<file path="src/rtl/vport_pkg.sv">
// Shared constants and types for the virtual port bridge.
package vport_pkg;
    localparam int VP_PORTS  = 15;
    localparam int VP_DATA_W = 32;
    localparam int VP_ADDR_W = 8;

    // Bus control lines in active-high form, one bit each.
    typedef struct packed {
        logic cs;
        logic rd;
        logic wr;
    } bus_ctl_t;
endpackage

</file>
<file path="src/rtl/vport_sync.sv">
// Multi-stage synchronizer with rising-edge detect.
// Assumes inputs are active high and quasi-static relative to the clock;
// each bit is synchronized independently.
module vport_sync #(
    parameter int W      = 3,
    parameter int STAGES = 2
) (
    input  logic         clk,
    input  logic         rst_n,
    input  logic [W-1:0] async_in,
    output logic [W-1:0] sync_q,
    output logic [W-1:0] rise
);
    logic [W-1:0] pipe [STAGES];
    logic [W-1:0] last;

    // Shift the asynchronous inputs through the flop chain and keep one history stage.
    always_ff @(posedge clk) begin
        if (!rst_n) begin
            for (int i = 0; i < STAGES; i++) pipe[i] <= '0;
            last <= '0;
        end else begin
            pipe[0] <= async_in;
            for (int i = 1; i < STAGES; i++) pipe[i] <= pipe[i-1];
            last <= pipe[STAGES-1];
        end
    end

    assign sync_q = pipe[STAGES-1];
    assign rise   = sync_q & ~last;
endmodule

</file>
<file path="src/rtl/vport_decode.sv">
// Address decoder: one-hot port hit for addresses 0..N-1, nothing above.
// Assumes N <= 2**AW.
module vport_decode #(
    parameter int N  = 15,
    parameter int AW = 8
) (
    input  logic [AW-1:0] addr,
    output logic [N-1:0]  hit,
    output logic          valid
);
    for (genvar k = 0; k < N; k++) begin : g_cmp
        // Compare against this port's fixed address.
        assign hit[k] = (addr == AW'(k));
    end
    assign valid = |hit;
endmodule

</file>
<file path="src/rtl/vport_wr_bank.sv">
// Bank of N write-port registers; each loads bus data when its load bit is set.
// Assumes load is at most one-hot.
module vport_wr_bank #(
    parameter int N  = 15,
    parameter int DW = 32
) (
    input  logic          clk,
    input  logic          rst_n,
    input  logic [N-1:0]  load,
    input  logic [DW-1:0] din,
    output logic [N*DW-1:0] q
);
    for (genvar k = 0; k < N; k++) begin : g_port
        logic [DW-1:0] r;

        // Hold the port value; replace it only on a load for this port.
        always_ff @(posedge clk) begin
            if (!rst_n)       r <= '0;
            else if (load[k]) r <= din;
        end

        assign q[k*DW +: DW] = r;

        assert_port_hold_R2: assert property (@(posedge clk) disable iff (!rst_n)
            !load[k] |=> $stable(q[k*DW +: DW]));
    end
endmodule

</file>
<file path="src/rtl/vport_rd_mux.sv">
// Read-port selector: AND-OR mux over a one-hot select, gated by an enable.
// Output is zero when disabled or when no select bit is set.
module vport_rd_mux #(
    parameter int N  = 15,
    parameter int DW = 32
) (
    input  logic [N*DW-1:0] ports_in,
    input  logic [N-1:0]    sel,
    input  logic            en,
    output logic [DW-1:0]   dout
);
    logic [DW-1:0] acc;

    // Combine the selected port into one word.
    always_comb begin
        acc = '0;
        for (int k = 0; k < N; k++) begin
            if (sel[k]) acc = acc | ports_in[k*DW +: DW];
        end
    end

    assign dout = en ? acc : '0;
endmodule

</file>
<file path="src/rtl/vport_bridge.sv">
// Processor bus to virtual port bridge.
// Assumes address and write data are stable while the strobe is low, and
// chip select asserts no later than the strobe. All flags are in clk domain.
module vport_bridge
    import vport_pkg::*;
#(
    parameter int NUM_PORTS   = VP_PORTS,
    parameter int DATA_W      = VP_DATA_W,
    parameter int ADDR_W      = VP_ADDR_W,
    parameter int SYNC_STAGES = 2
) (
    input  logic                        clk,
    input  logic                        rst_n,
    input  logic                        bus_cs_n,
    input  logic                        bus_rd_n,
    input  logic                        bus_wr_n,
    input  logic [ADDR_W-1:0]           bus_addr,
    input  logic [DATA_W-1:0]           bus_wdata,
    output logic [DATA_W-1:0]           bus_rdata,
    output logic                        bus_rdata_oe,
    input  logic [NUM_PORTS*DATA_W-1:0] rd_ports,
    output logic [NUM_PORTS*DATA_W-1:0] wr_ports,
    output logic                        act_read,
    output logic                        act_write,
    output logic [NUM_PORTS-1:0]        act_sel
);
    localparam int CTL_W = $bits(bus_ctl_t);

    bus_ctl_t             ctl_async, ctl_sync, ctl_rise;
    logic [NUM_PORTS-1:0] port_hit;
    logic                 addr_ok;
    logic                 wr_evt, rd_evt;
    logic [NUM_PORTS-1:0] wr_load;

    assign ctl_async = '{cs: ~bus_cs_n, rd: ~bus_rd_n, wr: ~bus_wr_n};

    vport_sync #(.W(CTL_W), .STAGES(SYNC_STAGES)) u_sync (
        .clk      (clk),
        .rst_n    (rst_n),
        .async_in (ctl_async),
        .sync_q   (ctl_sync),
        .rise     (ctl_rise)
    );

    vport_decode #(.N(NUM_PORTS), .AW(ADDR_W)) u_dec (
        .addr  (bus_addr),
        .hit   (port_hit),
        .valid (addr_ok)
    );

    // One event per strobe assertion, qualified by select and a legal address.
    assign wr_evt  = ctl_rise.wr & ctl_sync.cs & addr_ok;
    assign rd_evt  = ctl_rise.rd & ctl_sync.cs & addr_ok;
    assign wr_load = wr_evt ? port_hit : '0;

    vport_wr_bank #(.N(NUM_PORTS), .DW(DATA_W)) u_bank (
        .clk   (clk),
        .rst_n (rst_n),
        .load  (wr_load),
        .din   (bus_wdata),
        .q     (wr_ports)
    );

    assign bus_rdata_oe = ~bus_cs_n & ~bus_rd_n;

    vport_rd_mux #(.N(NUM_PORTS), .DW(DATA_W)) u_mux (
        .ports_in (rd_ports),
        .sel      (port_hit),
        .en       (bus_rdata_oe),
        .dout     (bus_rdata)
    );

    // Register the activity flags so they align with the port register update.
    always_ff @(posedge clk) begin
        if (!rst_n) begin
            act_write <= 1'b0;
            act_read  <= 1'b0;
            act_sel   <= '0;
        end else begin
            act_write <= wr_evt;
            act_read  <= rd_evt;
            act_sel   <= (wr_evt | rd_evt) ? port_hit : '0;
        end
    end

    assert_write_single_R3: assert property (@(posedge clk) disable iff (!rst_n)
        act_write |=> !act_write);
    assert_read_single_R4: assert property (@(posedge clk) disable iff (!rst_n)
        act_read |=> !act_read);
    assert_sel_onehot_R5: assert property (@(posedge clk) disable iff (!rst_n)
        $onehot0(act_sel));
    assert_sel_needs_flag_R5: assert property (@(posedge clk) disable iff (!rst_n)
        (|act_sel) |-> (act_read | act_write));
    assert_flag_has_port_R8: assert property (@(posedge clk) disable iff (!rst_n)
        (act_read | act_write) |-> $countones(act_sel) == 1);
    assert_idle_data_zero_R7: assert property (@(posedge clk) disable iff (!rst_n)
        !bus_rdata_oe |-> bus_rdata == '0);
endmodule

</file>
<file path="config.mk">
export PLATFORM = sky130hd
export DESIGN_NAME = vport_bridge
export DESIGN_NICKNAME = d
export VERILOG_FILES = /design/src/rtl/vport_pkg.sv /design/src/rtl/vport_sync.sv /design/src/rtl/vport_decode.sv /design/src/rtl/vport_wr_bank.sv /design/src/rtl/vport_rd_mux.sv /design/src/rtl/vport_bridge.sv
export SDC_FILE = /design/constraint.sdc
export NUM_CORES = 1
export LEC_CHECK = 0
export BUFFER_PORTS_ARGS = -buffer_cell sky130_fd_sc_hd__clkbuf_2
export CAP_MARGIN = 15
export CORE_AREA = 2 2 415 417
export DETAILED_ROUTE_END_ITERATION = 10
export DIE_AREA = 0 0 417 419
export PLACE_DENSITY = 0.33
export SETUP_SLACK_MARGIN = 0.3
export SYNTH_ARGS = -nofsm -noshare
export SYNTH_HDL_FRONTEND = slang
export SYNTH_SLANG_ARGS = --single-unit
</file>
<file path="constraint.sdc">
create_clock -name clk -period 1.7 [get_ports clk]
set_input_delay 0 -clock clk [delete_from_list [all_inputs] [get_ports clk]]
set_output_delay 0 -clock clk [all_outputs]
set_load 0.03 [all_outputs]
</file>
## Yosys cells after proc, flatten, opt, wreduce, memory -nomap -nowiden

Memory sizes are Yosys's and may differ from the RTL's.
Index checks and enable logic that the tools add are counted.

- Register bits: 499
- Bits in writable memories: 6
- Output and inout bits: 530
- Logic and storage cells: 85
- Memories: 1

- Equality and inequality tests: 14
- Mux-type cells: 21
- Bitwise gates (word level): 27
- Reduce and logical (&&, ||, !) cells: 3

Memory list:

| name | words | width | read ports | clocked after Yosys merged registers in | write ports | RTL line | RTL |
|---|---|---|---|---|---|---|---|
| u_sync.pipe | 2 | 3 | 2 | 0 | 2 | vport_sync.sv:14 | `logic [W-1:0] pipe [STAGES];` |

Operators with widths:

| kind | number |
|---|---|
| 32-bit 2-to-1 mux | 16 |
| 32-bit bitwise OR | 14 |
| 8-bit by 4-bit == test with 1-bit output (second input constant) | 7 |
| 8-bit by 3-bit == test with 1-bit output (second input constant) | 4 |
| 8-bit by 2-bit == test with 1-bit output (second input constant) | 2 |
| 15-bit 2-to-1 mux | 1 |
| 15-bit OR reduction | 1 |
| 8-bit by 1-bit == test with 1-bit output (second input constant) | 1 |
| 8-bit zero test | 1 |
| 3-bit 2-to-1 mux | 2 |
| 1-bit bitwise AND | 5 |
| 1-bit inverter | 3 |
| 1-bit bitwise OR | 3 |
| 2-bit bitwise AND | 1 |
| 1-bit 2-to-1 mux | 2 |
| 2-bit inverter | 1 |
| 2-bit AND reduction | 1 |

## Depth between registers and ports, before layout

- Depth after elaboration: 31
- Gate-level depth with buffers: 10
- Gate-level depth less buffers: 5

## By module

Synthesis repeated with hierarchy kept, for this count alone.

- Cells, all modules: 2062
- Area, all modules: 21916.0 sq um

Modules (own cells, without submodules):

| module | instances | cells each | area each (sq um) | sequential area each (sq um) |
|---|---|---|---|---|
| vport_wr_bank | 1 | 1585 | 18263.8 | 9609.2 |
| vport_rd_mux | 1 | 368 | 2586.2 | 0.0 |
| vport_bridge | 1 | 59 | 641.9 | 340.3 |
| vport_sync | 1 | 24 | 277.8 | 180.2 |
| vport_decode | 1 | 26 | 146.4 | 0.0 |

## Worst setup path after synthesis

Ideal clock, no wire load.

- Kind: input to output
- Start point: input port bus_addr[7]
- End point: output port bus_rdata[17]
- Data arrival time: 1.949 ns
- Data required time: 1.700 ns
- Path slack: -0.249 ns
- Stages on the path: 7
- Path through: or4_1 buf_4 buf_6 buf_2 nor3_1 a32oi_1 a41oi_1

- Longest elaborated chain between the ends: 31

Ends and longest elaborated chain:

| element | RTL line | RTL |
|---|---|---|
| from (decl) | vport_bridge.sv:17 | `input logic [ADDR_W-1:0] bus_addr,` |
| 8-bit zero test | vport_decode.sv:13 | `assign hit[k] = (addr == AW'(k));` |
| 32-bit 2-to-1 mux | vport_rd_mux.sv:18 | `if (sel[k]) acc = acc \| ports_in[k*DW +: DW];` |
| 32-bit bitwise OR | vport_rd_mux.sv:18 |  |
| 32-bit 2-to-1 mux | vport_rd_mux.sv:18 |  |
| 32-bit bitwise OR | vport_rd_mux.sv:18 |  |
| 32-bit 2-to-1 mux | vport_rd_mux.sv:18 |  |
| 32-bit bitwise OR | vport_rd_mux.sv:18 |  |
| 32-bit 2-to-1 mux | vport_rd_mux.sv:18 |  |
| (+15 left out) | -- |  |
| 32-bit 2-to-1 mux | vport_rd_mux.sv:18 |  |
| 32-bit bitwise OR | vport_rd_mux.sv:18 |  |
| 32-bit 2-to-1 mux | vport_rd_mux.sv:18 |  |
| 32-bit bitwise OR | vport_rd_mux.sv:18 |  |
| 32-bit 2-to-1 mux | vport_rd_mux.sv:18 |  |
| 32-bit bitwise OR | vport_rd_mux.sv:18 |  |
| 32-bit 2-to-1 mux * | vport_rd_mux.sv:18 |  |
| 32-bit 2-to-1 mux * | vport_rd_mux.sv:22 | `assign dout = en ? acc : '0;` |
| to (decl) | vport_bridge.sv:19 | `output logic [DATA_W-1:0] bus_rdata,` |

Every way passes the cells marked *; elsewhere a longest branch is shown, timed or not.

## Worst setup path after layout

- Start point: input port bus_addr[7]
- End point: output port bus_rdata[8]

Same word-level chain as after synthesis.

==> impl_metrics.toml <==
[run_status]
status = "finished with violations"
violations = "setup timing"

[route]
drtAntennaViolNets = 0
post_drt_wl_per_cell_um = 27.4
dr.first_iter.drc_count = 1475
drc = 0
firstDrtPassIters = 5
routed_via_density = 4.10
wirelength_um = 176000
vias = 26321

[grt]
grt_usage_pct = 19.2
grt_first_pass_wirelength_um = 230000
grt_overflow = 0
antenna_found_initial = 35
grt_pass1_vias = 25888
grt_max_degree = 83

[finish]
area_growth_pct = 73.3
post-route-util_pct = 22.2
fin_nets = 4643
final_cell_mix = "clkbuf_2, nand2_1, dfxtp_1"
layout_commonest_cell = "clkbuf_2"
fillers = 19213
drive_gt1_share_pct = 44.0

[timing]
max_freq_mhz = 463
rsz0062_at_grt = "true"
maxSlewViolCount = 0
skew_ps = 31.5
slew-limit-headroom_pct = 46.3
tightest_slew_ps = 805
post-route-period-util_pct = 127
min_period_ps = 2160
hold_violations = 0
setup_ws_ps = -461
setup_viol = 512

[clock_tree]
cts_buffer_depth = 3
cts_sinks = 505
insertion_delay_ps = 680
cts_tree = "built"
htreeDepth = 3
root_buffer = "clkbuf_16"
cts-buffers-inserted = 68
clkTransAtPathRegs_ps = 60

[pwr]
vdd_drop_max_mv = 0.743
comb_power_share_pct = 10.8
p_sw_mw = 7.95
pwr-share-clk_pct = 50.6
p_leak_nw = 15.2
power_frac_seq_pct = 38.7
p_sw_share_pct = 25.9
cellPowerDensity_nw_per_um2 = 811
p_int_mw = 22.7

[floorplanning]
core_area_um2 = 171000
pin_count = 1055
start_util_pct = 12.8
die_w_um = 417
dieArea_um2 = 175000
die_h_um = 419
rows = 152

[critical_path]
end_kind = "output pin"
crit_type = "in2out"
cp_data_arrival_time_ps = 2160
cp-start-kind = "input pin"
required_ps = 1700
worst-path-max-fanout = 8

[job]
max_cap_viol_count = 0

[logic_synthesis]
synth_seq_cells = 505
async_flop_share_pct = 0
ys_types = 60
netlist_instances = 2839
syn-cell-area_um2 = 21800
synth_edf_count = 0
syn_area_per_cell_um2 = 7.68
yosys_warnings = 0
synth_fp_nets = 3364
ys_seq_area_share_pct = 46.4
synthFlopType = "dfxtp_1"

[place]
io_buffer_count = 1054
place_congestion = 0.906
hpwl_um = 133000
pre_cts_ws_ps = -824

[hold_path]
hp-class = "in2reg"
state kept, by name (all words and copies together), names as in the netlist:
| signal | cells |
|---|---|
| act_write | 1 |
| u_sync.pipe | 6 |
| u_bank.g_port.r | 480 |
| u_sync.last | 2 |
| act_sel | 15 |
| act_read | 1 |
power groups by stage:
stage	combinational [mW]	clock [mW]	sequential (mW)
2_1_floorplan	0.971	0	12.1
3_3_place_gp	3.05	0	12.1
3_5_place_dp	3.04	0	12.1
4_1_cts	3.27	16.0	11.8
5_1_grt	3.46	16.5	11.8
6_report	3.30	15.5	11.8
metrics by stage:
stage	TNS [ps]	hold slack, ps	total power [mW]	instances	cell area (um2)
after floorplan	-0.899	66.7	13.1	2839	22600
after global placement	-211960	164	15.2	6178	32600
after detailed placement	-217990	163	15.1	6178	32600
after CTS	-152370	1.82	31.2	6388	36900
after global routing	-184130	9.37	31.8	6426	37800
final	-132010	38.8	30.7	6427	37800
critical path, stage by stage:
cell	delay, ps
buf_8	100
or4_4	640
buf_12	200
buf_6	140
nor2_4	180
a31oi_1	120
a32o_2	300
a31oi_4	290
buf_8	170
area by class of cell:
cell class / instances / area [um2] / share of cell area, %
Multi-Input combinational cell: 2050 / 11900 / 31.4
Inverter: 9 / 41.3 / 0.109
Clock inverter: 22 / 319 / 0.844
Tap cell: 2233 / 2790 / 7.39
Antenna cell: 22 / 55.1 / 0.146
Clock buffer: 102 / 2070 / 5.49
Timing Repair Buffer: 1484 / 10500 / 27.8
Sequential cell: 505 / 10100 / 26.8
logic make-up (layout without fill, tap and decap cells):
kind of cell	count (synthesis)	count (layout)	synth area share, %
compound gates	746	746	20.1
simple gates	1214	1214	23.1
buf+inv	284	1617	5.61
flops	505	505	46.4
mux	90	90	4.88
other cells	0	22	0
what timing repair did:
item,4_1_cts,5_1_grt
buffers inserted,33,13
pin swaps,33,52
hold buffers,40,0
endpoints found under the setup margin,518,518
endpoints found under the hold margin,446,0
gates resized for setup,199,155
gates cloned,13,4
synthesized netlist by cell type (all sizes together) (4+ instances only):
| library cell | count | share of area, % |
|---|---|---|
| nand2 | 1011 | 17 |
| dfxtp | 505 | 46 |
| a21oi | 504 | 12 |
| clkbuf | 175 | 3.0 |
| buf | 100 | 2.4 |
| a22oi | 66 | 2.3 |
| nor3 | 48 | 1.7 |
| nor2 | 46 | 0.85 |
| mux2i | 41 | 1.9 |
| mux2 | 40 | 2.1 |
| nand3 | 34 | 0.78 |
| a31oi | 28 | 0.80 |
| a221oi | 27 | 1.1 |
| o21ai | 24 | 0.55 |
| o22ai | 16 | 0.46 |
| a22o | 15 | 0.60 |
| a32oi | 13 | 0.52 |
| or3 | 13 | 0.37 |
| nor2b | 12 | 0.34 |
| a41oi | 10 | 0.44 |
| inv | 9 | 0.15 |
| mux4 | 9 | 0.93 |
| o2bb2ai | 9 | 0.36 |
| nand2b | 8 | 0.23 |
| nor4 | 8 | 0.37 |
| or2 | 8 | 0.23 |
| a32o | 7 | 0.32 |
| o32ai | 7 | 0.28 |
| and2 | 6 | 0.17 |
| nor3b | 6 | 0.23 |
| and3 | 5 | 0.14 |
| a222oi | 4 | 0.18 |
final timing paths:
check / start / endpoint / slack [ps] / depth (start not counted)
setup / recovery: bus_addr[7] / bus_rdata[8] / -460 / 9
hold / removal: bus_addr[7] / act_read / 40 / 7
setup reg to reg: u_sync.pipe[0][3] / u_bank.g_port[7].r[25] / -380 / 9
hold reg to reg: u_sync.last[1] / act_read / 430 / 1
metal layers:
layer,vias to the layer above,GRT usage [%],part of all wire [%]
met5,-,0,0.012
met4,4,10.2,5.4
met3,266,3.53,4.7
met2,960,37.5,55
met1,12820,19.2,35
li1,12271,-,-
No activity file was read; power rests on OpenSTA's default activity.
